`config.mk`:
```
export PLATFORM = sky130hd
export DESIGN_NAME = phyrst_seq
export DESIGN_NICKNAME = d
export VERILOG_FILES = /design/src/rtl/phyrst_pkg.sv /design/src/rtl/phyrst_us_tick.sv /design/src/rtl/phyrst_phase_timer.sv /design/src/rtl/phyrst_seq.sv
export SDC_FILE = /design/constraint.sdc
export NUM_CORES = 1
export LEC_CHECK = 0
export BUFFER_PORTS_ARGS = -buffer_cell sky130_fd_sc_hd__buf_2
export CAP_MARGIN = 10
export CORE_ASPECT_RATIO = 0.5
export CORE_UTILIZATION = 40
export DETAILED_ROUTE_END_ITERATION = 10
export GPL_TIMING_DRIVEN = 1
export SKIP_CTS_REPAIR_TIMING = 1
export SYNTH_ARGS = -nofsm -noshare
export SYNTH_HDL_FRONTEND = slang
export SYNTH_HIERARCHICAL = 1
export SYNTH_SLANG_ARGS = --single-unit
```
`constraint.sdc`:
```
create_clock -name clk -period 7.1 [get_ports clk]
set_input_delay 1.42 -clock clk [delete_from_list [all_inputs] [get_ports clk]]
set_output_delay 1.42 -clock clk [all_outputs]
set_load 0.05 [all_outputs]
```
`src/rtl/phyrst_pkg.sv`:
```
// Shared types for the PHY reset sequencer: the phase encoding and the
// rule that picks the next phase whose interval is non-zero.
package phyrst_pkg;

    typedef enum logic [1:0] {
        PH_IDLE  = 2'd0,
        PH_PRE   = 2'd1,
        PH_PULSE = 2'd2,
        PH_POST  = 2'd3
    } phase_e;

    // live[0]: settle interval non-zero, live[1]: pulse, live[2]: recovery
    function automatic phase_e phase_after(phase_e cur, logic [2:0] live);
        phase_e nxt;
        nxt = PH_IDLE;
        case (cur)
            PH_IDLE: begin
                if (live[0])      nxt = PH_PRE;
                else if (live[1]) nxt = PH_PULSE;
                else if (live[2]) nxt = PH_POST;
            end
            PH_PRE: begin
                if (live[1])      nxt = PH_PULSE;
                else if (live[2]) nxt = PH_POST;
            end
            PH_PULSE: begin
                if (live[2])      nxt = PH_POST;
            end
            default: nxt = PH_IDLE;
        endcase
        return nxt;
    endfunction

endpackage

```
`src/rtl/phyrst_us_tick.sv`:
```
// Microsecond prescaler. Counts enabled cycles and raises tick on the last
// cycle of every DIV-cycle period. Assumes DIV >= 1. A clear forces the
// count back to zero, so a new period starts on the following cycle.
module phyrst_us_tick #(
    parameter int unsigned DIV = 250
) (
    input  logic clk,
    input  logic rst_n,
    input  logic clr,
    input  logic en,
    output logic tick
);
    localparam int unsigned CW = (DIV > 1) ? $clog2(DIV) : 1;
    localparam logic [CW-1:0] LAST = CW'(DIV - 1);

    logic [CW-1:0] cnt_q;

    assign tick = en && (cnt_q == LAST);

    // Advance the cycle count and wrap at the end of each microsecond
    always_ff @(posedge clk) begin
        if (!rst_n)      cnt_q <= '0;
        else if (clr)    cnt_q <= '0;
        else if (tick)   cnt_q <= '0;
        else if (en)     cnt_q <= cnt_q + 1'b1;
    end

    p_prescale_bound_r3: assert property (@(posedge clk) disable iff (!rst_n)
        cnt_q <= LAST);

endmodule

```
`src/rtl/phyrst_phase_timer.sv`:
```
// Counts microsecond ticks within one phase. Expire fires on the tick that
// completes `limit` microseconds. Assumes the caller never runs a phase
// with a zero limit and clears the timer at each phase boundary.
module phyrst_phase_timer #(
    parameter int unsigned DW = 32
) (
    input  logic          clk,
    input  logic          rst_n,
    input  logic          clr,
    input  logic          tick,
    input  logic [DW-1:0] limit,
    output logic          expire
);
    logic [DW-1:0] us_q;

    assign expire = tick && (us_q == limit - DW'(1));

    // Count whole microseconds elapsed in the current phase
    always_ff @(posedge clk) begin
        if (!rst_n)     us_q <= '0;
        else if (clr)   us_q <= '0;
        else if (tick)  us_q <= us_q + 1'b1;
    end

    p_phase_bound_r3: assert property (@(posedge clk) disable iff (!rst_n)
        (tick && limit != '0) |-> (us_q < limit));

endmodule

```
`src/rtl/phyrst_seq.sv`:
```
// PHY reset sequencer top. On an accepted strobe it captures the three
// intervals and walks settle -> pulse -> recovery, skipping zero intervals.
// It then pulses done for one cycle. Assumes CLK_HZ is a multiple of TICK_HZ.
module phyrst_seq
    import phyrst_pkg::*;
#(
    parameter int unsigned CLK_HZ         = 250_000_000,
    parameter int unsigned TICK_HZ        = 1_000_000,
    parameter int unsigned DLY_W          = 32,
    parameter bit          RST_ACTIVE_LOW = 1'b1
) (
    input  logic             clk,
    input  logic             rst_n,
    input  logic             start_i,
    input  logic [DLY_W-1:0] pre_us_i,
    input  logic [DLY_W-1:0] pulse_us_i,
    input  logic [DLY_W-1:0] post_us_i,
    output logic             phy_rst_o,
    output logic             busy_o,
    output logic             done_o
);
    localparam int unsigned CYC_PER_US = CLK_HZ / TICK_HZ;
    localparam logic        ACT_LVL    = RST_ACTIVE_LOW ? 1'b0 : 1'b1;

    phase_e           state_q, state_d;
    logic [DLY_W-1:0] pre_q, pulse_q, post_q, lim;
    logic [2:0]       live_in, live_q;
    logic             accept, tick, phase_end, done_d, line_q;

    assign busy_o    = (state_q != PH_IDLE);
    assign phy_rst_o = line_q;
    assign accept    = start_i && (state_q == PH_IDLE);
    assign live_in   = {post_us_i != '0, pulse_us_i != '0, pre_us_i != '0};
    assign live_q    = {post_q != '0, pulse_q != '0, pre_q != '0};

    phyrst_us_tick #(.DIV(CYC_PER_US)) u_tick (
        .clk   (clk),
        .rst_n (rst_n),
        .clr   (accept),
        .en    (busy_o),
        .tick  (tick)
    );

    phyrst_phase_timer #(.DW(DLY_W)) u_timer (
        .clk    (clk),
        .rst_n  (rst_n),
        .clr    (accept || phase_end),
        .tick   (tick),
        .limit  (lim),
        .expire (phase_end)
    );

    // Select the captured interval that belongs to the current phase
    always_comb begin
        case (state_q)
            PH_PRE:   lim = pre_q;
            PH_PULSE: lim = pulse_q;
            PH_POST:  lim = post_q;
            default:  lim = '0;
        endcase
    end

    // Decide the next phase and whether the sequence finishes now
    always_comb begin
        state_d = state_q;
        if (accept)         state_d = phase_after(PH_IDLE, live_in);
        else if (phase_end) state_d = phase_after(state_q, live_q);
        done_d = (accept || phase_end) && (state_d == PH_IDLE);
    end

    // Register phase, done pulse and the line level
    always_ff @(posedge clk) begin
        if (!rst_n) begin
            state_q <= PH_IDLE;
            done_q  <= 1'b0;
            line_q  <= ~ACT_LVL;
        end else begin
            state_q <= state_d;
            done_q  <= done_d;
            line_q  <= (state_d == PH_PULSE) ? ACT_LVL : ~ACT_LVL;
        end
    end

    logic done_q;
    assign done_o = done_q;

    // Capture the three intervals only when a strobe is accepted
    always_ff @(posedge clk) begin
        if (!rst_n) begin
            pre_q   <= '0;
            pulse_q <= '0;
            post_q  <= '0;
        end else if (accept) begin
            pre_q   <= pre_us_i;
            pulse_q <= pulse_us_i;
            post_q  <= post_us_i;
        end
    end

    p_line_in_busy_r2: assert property (@(posedge clk) disable iff (!rst_n)
        (phy_rst_o == ACT_LVL) |-> busy_o);

    p_done_single_r5: assert property (@(posedge clk) disable iff (!rst_n)
        done_o |=> !done_o);

    p_done_idle_r5: assert property (@(posedge clk) disable iff (!rst_n)
        done_o |-> !busy_o);

    p_captured_hold_r6: assert property (@(posedge clk) disable iff (!rst_n)
        busy_o |=> ($stable(pre_q) && $stable(pulse_q) && $stable(post_q)));

    p_start_ignored_r7: assert property (@(posedge clk) disable iff (!rst_n)
        (busy_o && start_i && !phase_end) |=> $stable(state_q));

endmodule

```
# After elaboration in Yosys (flattened, before gate mapping)
# Cells that the tools add are included.
[word_totals]
inputBits = 99
regBits = 140
output_inout_bits = 3
[op_classes]
reduce_logical = 16
mux = 11
n_eq_ne = 6
add_sub_neg = 3
n_bitwise = 1
[op_table]
columns = ["operator", "count"]
rows = [
  ["nonzero test 32 bit", 6],
  ["case mux 32 bit (3 select lines)", 1],
  ["adder 32 x 1 -> 32 bit, second input constant", 1],
  ["equality test 32 bit", 1],
  ["subtractor 32 x 1 -> 32 bit, second input constant", 1],
  ["two-way mux 2 bit", 8],
  ["adder 8 x 1 -> 8 bit, second input constant", 1],
  ["equality test 8 bit, second input constant", 1],
  ["equality test 2 bit, second input constant", 3],
  ["case mux 2 bit (3 select lines)", 1],
  ["logical AND 1 bit", 4],
  ["logical NOT 2 bit", 2],
  ["OR reduction 3 bit", 1],
  ["equality test 2 x 1 -> 1 bit, second input constant", 1],
  ["nonzero test 2 bit", 1],
  ["OR reduction 2 bit", 1],
  ["logical OR 1 bit", 1],
  ["two-way mux 1 bit", 1],
  ["inverter 1 bit", 1],
]

# Longest topological paths before layout
# Gate-level depths: netlist of run 1.
[depth]
word_depth = 9
mapped_depth = 19
mapped_depth_nobuf = 16

# Cells and area by module
# Netlist of run 1, hierarchy kept.
[modules_own_cells]
columns = ["module", "cells_each", "n_inst", "area_each_um2"]
rows = [
  ["phyrst_seq", 618, 1, 4787.1],
  ["phyrst_phase_timer", 324, 1, 2516.2],
  ["phyrst_us_tick", 50, 1, 442.9],
]

# Least setup slack after synthesis of run 1
# OpenSTA, ideal clock, no wires.
[synth_path]
path_type = "flip-flop to flip-flop"
start = "register state_q[0]"
end = "register done_q (netlist: done_o)"
t_required_ps = 6984
setup_time_ps = 116
n_path_buf = 2
path_stages_with_launch = 18
arrival_ps = 4125
slack_ps = 2859
path_cell_list = "dfxtp_1 buf_2 buf_1 mux2i_1 o21ai_0 inv_1 ha_1 nor4b_2 nand3_2 or4_1 xnor2_1 nand4_1 nor4_1 and4_1 nand2_1 o41ai_1 nor4b_4 and4_1"
[synth_between]
elab_chain_len = 9
[synth_rtl]
columns = ["element", "line_no", "rtl"]
rows = [
  ["from (decl)", "phyrst_seq.sv:25", "phase_e state_q, state_d;"],
  ["from (signal assigned)", "phyrst_seq.sv:78", "state_q <= state_d;"],
  ["equality test 2 bit / equality test 2 x 1 -> 1 bit (equally long branches)", "phyrst_seq.sv:55", "case (state_q)"],
  ["case mux 32 bit (3 select lines) (*)", "phyrst_seq.sv:55", ""],
  ["net lim[0]", "phyrst_seq.sv:26", "logic [DLY_W-1:0] pre_q, pulse_q, post_q, lim;"],
  ["subtractor 32 x 1 -> 32 bit (*)", "phyrst_phase_timer.sv:16", "assign expire = tick && (us_q == limit - DW'(1));"],
  ["equality test 32 bit (*)", "phyrst_phase_timer.sv:16", ""],
  ["logical AND 1 bit (*)", "phyrst_phase_timer.sv:16", ""],
  ["net phase_end", "phyrst_seq.sv:28", "logic accept, tick, phase_end, done_d, line_q;"],
  ["two-way mux 2 bit", "phyrst_seq.sv:67", "else if (phase_end) state_d = phase_after(state_q, live_q);"],
  ["two-way mux 2 bit", "phyrst_seq.sv:66", "if (accept) state_d = phase_after(PH_IDLE, live_in);"],
  ["logical NOT 2 bit", "phyrst_seq.sv:68", "done_d = (accept || phase_end) && (state_d == PH_IDLE);"],
  ["logical AND 1 bit (*)", "phyrst_seq.sv:68", ""],
  ["to (signal assigned)", "phyrst_seq.sv:79", "done_q <= done_d;"],
  ["to (decl)", "phyrst_seq.sv:84", "logic done_q;"],
]
# The timed path passes the listed nets; every way through them passes the cells marked *.
# A chain may end at the register's enable or synchronous reset.

# Worst setup path in the final report of run 1
# Ends and elaborated chain as after synthesis.

==> results_dict.tcl, run 1 <==
set metrics [dict create \
    fp-row-count 35 \
    grt_use_total 0.234 \
    synth_seq_area_share 0.362 \
    worst_pin_slew_ps 1140 \
    highest_layer "met4" \
    maxSlewHeadroom 0.234 \
    crit_required_ps 7410 \
    antenna_left 0 \
    synth_edf_count 0 \
    clock_skew_ps 10.7 \
    max_clock_freq_mhz 190 \
    stdcell_area_sq_mm 0.00899 \
    numClockSinks 140 \
    die_area_sq_mm 0.0200 \
    period_share 0.741 \
    syn_area_per_cell_sq_um 7.81 \
    vias 7347 \
    cts_max_path_buffers 2 \
    r2r-end "done_o" \
    antenna_found_initial 0 \
    yosysWarnings 6 \
    async_flop_share 0 \
    fin_nets 1169 \
    pre_cts_slack_ps 1930 \
    ys_types 66 \
    grt_remaining_overflow 0 \
    synthMostInstantiatedCell "nand2_1" \
    ir_worst_vdd_mv 0.188 \
    synth_cells 992 \
    drive_above_1_share 0.148 \
    p_per_area_mw_per_mm2 225 \
    p_leak_nw 3.31 \
    setup_tns_ps 0 \
    fp.dieW_microns 199 \
    syn-num-nets 1095 \
    die_h_microns 100 \
    crit_chain "nor2b_2 > nand2_1 > o21ai_0 > inv_1 > ha_1 > nor4b_2 > nand3_2 > or2_1 > nor3b_1 > o21ai_1 > nor4_1 > and4_1 > nand2_1 > o41ai_1 > nor4b_4 > and4_1" \
    drc 0 \
    synth_top_cells_by_count "nand2_1 (249), dfxtp_1 (140), a21boi_0 (67)" \
    dr.pass1.iters 5 \
    gp_congestion 0.939 \
    fin_crit_ps 5260 \
    stdcell_count 1338 \
    slew_violations 0 \
    dpl.cell_count 1306 \
    finalSetupViolations 0 \
    min-delay-start "pulse_q[18]" \
    grt_pass1_wl_mm 36.1 \
    register_area_sq_mm 0.00280 \
    cpPeakStageDelay_ps 1000 \
    netlist_area_sq_mm 0.00775 \
    grt_start_max_net_pins 100 \
    wl_met3_mm 1.43 \
    io_buffers 101 \
    crit_type "flop to flop" \
    ctsRootBufferMaster "clkbuf_16" \
    placed_area_sq_mm 0.00842 \
    synth_area_leaders "dfxtp_1 (36%), nand2_1 (12%), a21boi_0 (6.5%)" \
    multiInputGateArea_sq_mm 0.00467 \
    rrSetupSlack_ps 1840 \
    yosysTopAreaCellShare 0.362 \
    synth_top_area_cell "dfxtp_1" \
    total_power_mw 2.02 \
    status "finished, final reports clean" \
    crit_buf_inv 1 \
    htree_levels 4 \
    r2r_cells 16 \
    worstReg2RegStart "state_q[0]" \
    routed_wl_mm 22.3 \
    drv_cap 0 \
    antenna_cells 0 \
    endpoint_kind "flop" \
    ys.flop_type "dfxtp_1" \
    met2_length_mm 9.54 \
    clkLatencyLatePin_ps 430 \
    worstHoldPathCells 2 \
    grt_pass1_vias 6724 \
    dpl.hpwl_mm 16.8 \
    start_util 0.414 \
    fill_cells 1867 \
    crit_fanout 37 \
    crit_arrival_ps 5580 \
    area_delta_synth_final_pct 16.1 \
    vias_per_cell 5.49 \
    routedWlPerCell_microns 16.7 \
    drtIter0Drc 576 \
    crit_family "simple AND/OR/NAND/NOR gates" \
    pin_count 102 \
    fin_ws_ps 1840 \
    hold_viol 0 \
    hp-class "flop to flop" \
    clk_pin_slew_worst_paths_ps 70 \
    cts_buffers 17 \
    ys_ff_latch 140 \
    cts_tree "yes" \
    core_sq_mm 0.0187 \
    cp_slowest_cell "dfxtp_2" \
    hold_end "pulse_q[18]" \
    crit_path_start_kind "flop" \
    rsz0062_at_grt "no" \
    wl_met1_mm 11.1 \
]
logic make-up after synthesis:
family	share of synthesized area
flops	0.362
simple gates	0.307
xor+xnor	0.0803
fa+ha+maj	0.00646
mux	0.0439
buf+inv	0.0360
compound gates	0.165
worst register-to-register path, delay by kind of cell (launching register included):
family,cells,cell delay [ps]
compound gates,3,970
simple gates,11,2820
flops,1,1000
buf+inv,1,100
fa+ha+maj,1,290
layer usage:
layer,vias to the layer above,global-route usage
met5,-,0
met4,0,0.0562
met3,20,0.0514
met2,208,0.343
met1,3470,0.343
li1,3649,-
flip-flops by register name (all words and copies together), names as in the netlist:
name	cells
pulse_q	32
pre_q	32
done_o	1
u_tick/cnt_q	8
u_timer/us_q	32
phy_rst_o	1
state_q	2
post_q	32
through the flow:
step,utilization,hold WS [ps]
4_1_cts,0.481,472
6_report,0.481,473
2_1_floorplan,-,447
3_3_place_gp,0.450,465
3_5_place_dp,0.450,462
5_1_grt,0.481,495
placed cells by master, fill, tap and decap left out, types with 3 or more instances in the layout:
master      count
nand2_1       249
dfxtp_1       139
buf_2         101
a21boi_0       67
nor2_1         62
nor4_1         54
xnor2_1        40
o21ai_0        38
mux2i_1        34
a21boi_1       31
xor2_1         31
nand3_1        23
nand4_1        22
clkbuf_16      17
inv_1          15
nor3_1         13
a21oi_1        11
or3_1          10
and4_1          8
buf_4           8
o21ai_1         7
a31oi_1         7
inv_8           5
or4_1           5
nand2b_1        4
nand3b_1        4
inv_6           4
a211oi_1        4
ha_1            4
o2111ai_1       3
o41ai_1         3
nor2b_1         3
clkinvlp_4      3
o211ai_1        3
and3_1          3
worst max-delay path by stage:
| stage | startpoint | endpoint | cells past startpoint |
|---|---|---|---|
| after floorplan | state_q[0] | done_o | 17 |
| after global placement | state_q[0] | done_o | 16 |
| after detailed placement | state_q[0] | done_o | 16 |
| after CTS | state_q[0] | done_o | 16 |
| after global routing | state_q[0] | done_o | 16 |
| final | state_q[0] | done_o | 16 |
where the power goes:
group	switching (mW)	leakage (nW)	total (mW)	internal, mW
Clock	0.401	0.273	0.866	0.465
Combinational	0.172	1.89	0.294	0.122
Sequential	0.0409	1.14	0.862	0.821
Total	0.614	3.31	2.02	1.41
cell type report:
| class | count | share of cell area |
|---|---|---|
| Multi-Input combinational cell | 782 | 0.519 |
| Sequential cell | 140 | 0.312 |
| Timing Repair Buffer | 109 | 0.0629 |
| Clock buffer | 17 | 0.0473 |
| Tap cell | 259 | 0.0360 |
| Clock inverter | 15 | 0.0160 |
| Inverter | 16 | 0.00668 |
Note: power is estimated with default switching activity, not from simulation.
==> run 2, diff against run 1 <==
--- a/config.mk
+++ b/config.mk
@@ -5,6 +5,7 @@
 export SDC_FILE = /design/constraint.sdc
 export NUM_CORES = 1
 export LEC_CHECK = 0
+export ABC_AREA = 1
 export BUFFER_PORTS_ARGS = -buffer_cell sky130_fd_sc_hd__buf_2
 export CAP_MARGIN = 10
 export CORE_ASPECT_RATIO = 0.5
==> constraint.sdc (replaced) <==
create_clock -name clk -period 5.35 [get_ports clk]
set_input_delay 1.07 -clock clk [delete_from_list [all_inputs] [get_ports clk]]
set_output_delay 1.07 -clock clk [all_outputs]
set_load 0.05 [all_outputs]
==> run 2 against run 1 <==
Non-clock buffer count is 1 lower. Global-route usage is 3.5 points higher. Clock power is 34% higher. Worst hold slack better by 1.6 ps. Register-to-register slack worse by 950 ps. Core utilization is 1.1 points lower. Cell area is 7.7% higher. Clock skew is 3.6 ps higher. Total power is 42% higher. Sequential share of layout area is 2.2 points lower. Combinational power is 86% higher.
==> results_dict.tcl, run 2 <==
set metrics [dict create \
    routedWlPerCell_microns 16.3 \
    ys_types 43 \
    htree_levels 4 \
    grt_use_total 0.269 \
    grt_start_max_net_pins 91 \
    fp.dieW_microns 207 \
    clkLatencyLatePin_ps 450 \
    cts_max_path_buffers 2 \
    synth_cells 1350 \
    endpoint_kind "flop" \
    async_flop_share 0 \
    ir_worst_vdd_mv 0.151 \
    seq_power_share 0.405 \
    drive_above_1_share 0.135 \
    worst_pin_slew_ps 778 \
    status "finished, final reports clean" \
    wl_met3_mm 2.25 \
    pin_count 102 \
    area_delta_synth_final_pct 15.0 \
    max_clock_freq_mhz 224 \
    crit_family "simple AND/OR/NAND/NOR gates" \
    period_share 0.833 \
    antenna_left 0 \
    worstHoldPathCells 2 \
    vias_per_cell 5.17 \
    worstReg2RegStart "state_q[0]" \
    synth_area_leaders "dfxtp_1 (33%), nor2_1 (13%), nand2_1 (13%)" \
    start_util 0.409 \
    stdcell_count 1721 \
    dpl.cell_count 1690 \
    dpl.hpwl_mm 22.2 \
    power_frac_comb 0.190 \
    crit_required_ps 5690 \
    die_area_sq_mm 0.0217 \
    drc 0 \
    antenna_cells 0 \
    cts_tree "yes" \
    syn-num-nets 1453 \
    io_buffers 101 \
    numClockSinks 140 \
    r2r-end "u_timer/us_q[8]" \
    fill_cells 2204 \
    synth_edf_count 0 \
    drv_cap 0 \
    r2r_cells 23 \
    grt_remaining_overflow 0 \
    wl_met1_mm 14.5 \
    ys.flop_type "dfxtp_1" \
    fin_crit_ps 4460 \
    grt_pass1_wl_mm 44.8 \
    clock_skew_ps 14.3 \
    crit_arrival_ps 4800 \
    internal_power_mw 1.96 \
    ctsRootBufferMaster "clkbuf_16" \
    hp-class "flop to flop" \
    fin_nets 1539 \
    mostFrequentLayoutCells "nor2_1 (300), nand2_1 (285), inv_1 (154), dfxtp_1 (140), o21ai_0 (116)" \
    cpPeakStageDelay_ps 660 \
    crit_chain "inv_2 > nor2_4 > inv_1 > o221ai_1 > inv_1 > nand2_1 > nor2_1 > nand2_1 > nor2_1 > nand2_1 > nand2_1 > nand2_1 > nand2_1 > nand2_1 > nor2_1 > nand4_1 > nor2_1 > nor2_1 > inv_1 > nor2_1 > buf_4 > clkinv_1 > a221oi_1" \
    crit_fanout 28 \
    pwr-share-clk 0.405 \
    antenna_found_initial 0 \
    synth_top_area_cell "dfxtp_1" \
    rrSetupSlack_ps 890 \
    clk_pin_slew_worst_paths_ps 60 \
    synthMostInstantiatedCell "nor2_1" \
    routed_wl_mm 28.1 \
    crit_buf_inv 6 \
    gp_congestion 0.947 \
    vias 8892 \
    cp_common_cell "nand2_1" \
    netlist_area_sq_mm 0.00842 \
    cts_buffers 17 \
    p_switching_mw 0.908 \
    layout_commonest_cell "nor2_1" \
    highest_layer "met4" \
    die_h_microns 105 \
    fp-row-count 37 \
    hold_end "post_q[2]" \
    min-delay-start "post_q[2]" \
    slew_violations 0 \
    ys_ff_latch 140 \
    yosysWarnings 6 \
    drtIter0Drc 813 \
    cp_slowest_cell "o221ai_1" \
    rsz0062_at_grt "no" \
    p_leak_nw 4.20 \
    total_power_mw 2.87 \
    swShare 0.317 \
    core_sq_mm 0.0206 \
    crit_type "flop to flop" \
    synth_top_cells_by_count "nor2_1 (300), nand2_1 (285), inv_1 (154)" \
    synth_seq_area_share 0.333 \
    setup_tns_ps 0 \
    p_per_area_mw_per_mm2 296 \
    crit_path_start_kind "flop" \
    yosysTopAreaCellShare 0.333 \
    maxSlewHeadroom 0.481 \
    dr.pass1.iters 5 \
    syn_area_per_cell_sq_um 6.24 \
    finalSetupViolations 0 \
    met2_length_mm 10.9 \
    hold_viol 0 \
    cp.depth 23 \
    grt_pass1_vias 8246 \
]
run 2: worst max path at each step:
stage | from | endpoint | slack [ps]
floorplan | state_q[1] | u_timer/us_q[11] | 2040
global placement | state_q[1] | u_timer/us_q[8] | 900
detailed placement | state_q[1] | u_timer/us_q[8] | 900
CTS | state_q[0] | u_timer/us_q[8] | 870
global route | state_q[0] | u_timer/us_q[8] | 350
finish | state_q[0] | u_timer/us_q[8] | 890
run 2: kinds of logic (layout without fill, tap and decap cells):
family                     count (synthesis)  count (layout)  share of synthesized area
muxes                                      1               1                    0.00119
DFF                                      140             140                      0.333
buffers and inverters                    202             300                     0.0967
and+or+nand+nor                          737             737                      0.375
xor gates and xnor gates                  31              31                     0.0339
AOI/OAI and AO/OA                        235             235                      0.154
adders and majority gates                  4               4                    0.00594
run 2: tightest hold or removal path: stages (launching register included):
cell and delay, ps:
dfxtp_1 310, inv_1 60, a21oi_1 60
run 2: power groups by stage:
stage	registers, mW	clock network, mW	logic, mW
final	1.16	1.16	0.546
after global routing	1.17	1.24	0.622
after CTS	1.16	1.18	0.541
after detailed placement	1.18	0	0.539
after global placement	1.18	0	0.537
after floorplan	1.16	0	0.392
run 2: per-stage QoR:
stage / hold slack, ps / setup WS (ps) / utilization / instance area (sq um)
2_1_floorplan: 444 / 2040 / - / 8420
3_3_place_gp: 463 / 899 / 0.442 / 9110
3_5_place_dp: 467 / 902 / 0.442 / 9110
4_1_cts: 477 / 872 / 0.470 / 9680
5_1_grt: 490 / 350 / 0.470 / 9680
6_report: 474 / 891 / 0.470 / 9680
run 2: cell type report:
| type | instances | area [sq um] | area share |
|---|---|---|---|
| clock buffer | 20 | 457 | 0.0472 |
| clock inverter | 11 | 113 | 0.0116 |
| inverter | 161 | 607 | 0.0627 |
| multi-input combinational | 1008 | 4810 | 0.496 |
| sequential | 140 | 2800 | 0.289 |
| tap | 273 | 342 | 0.0353 |
| timing repair buffer | 108 | 558 | 0.0576 |
run 2: metal layers:
layer  track usage  up-vias
li1              -     4492
met1         0.412     4043
met2         0.373      330
met3        0.0577       27
met4        0.0645        0
met5             0        -
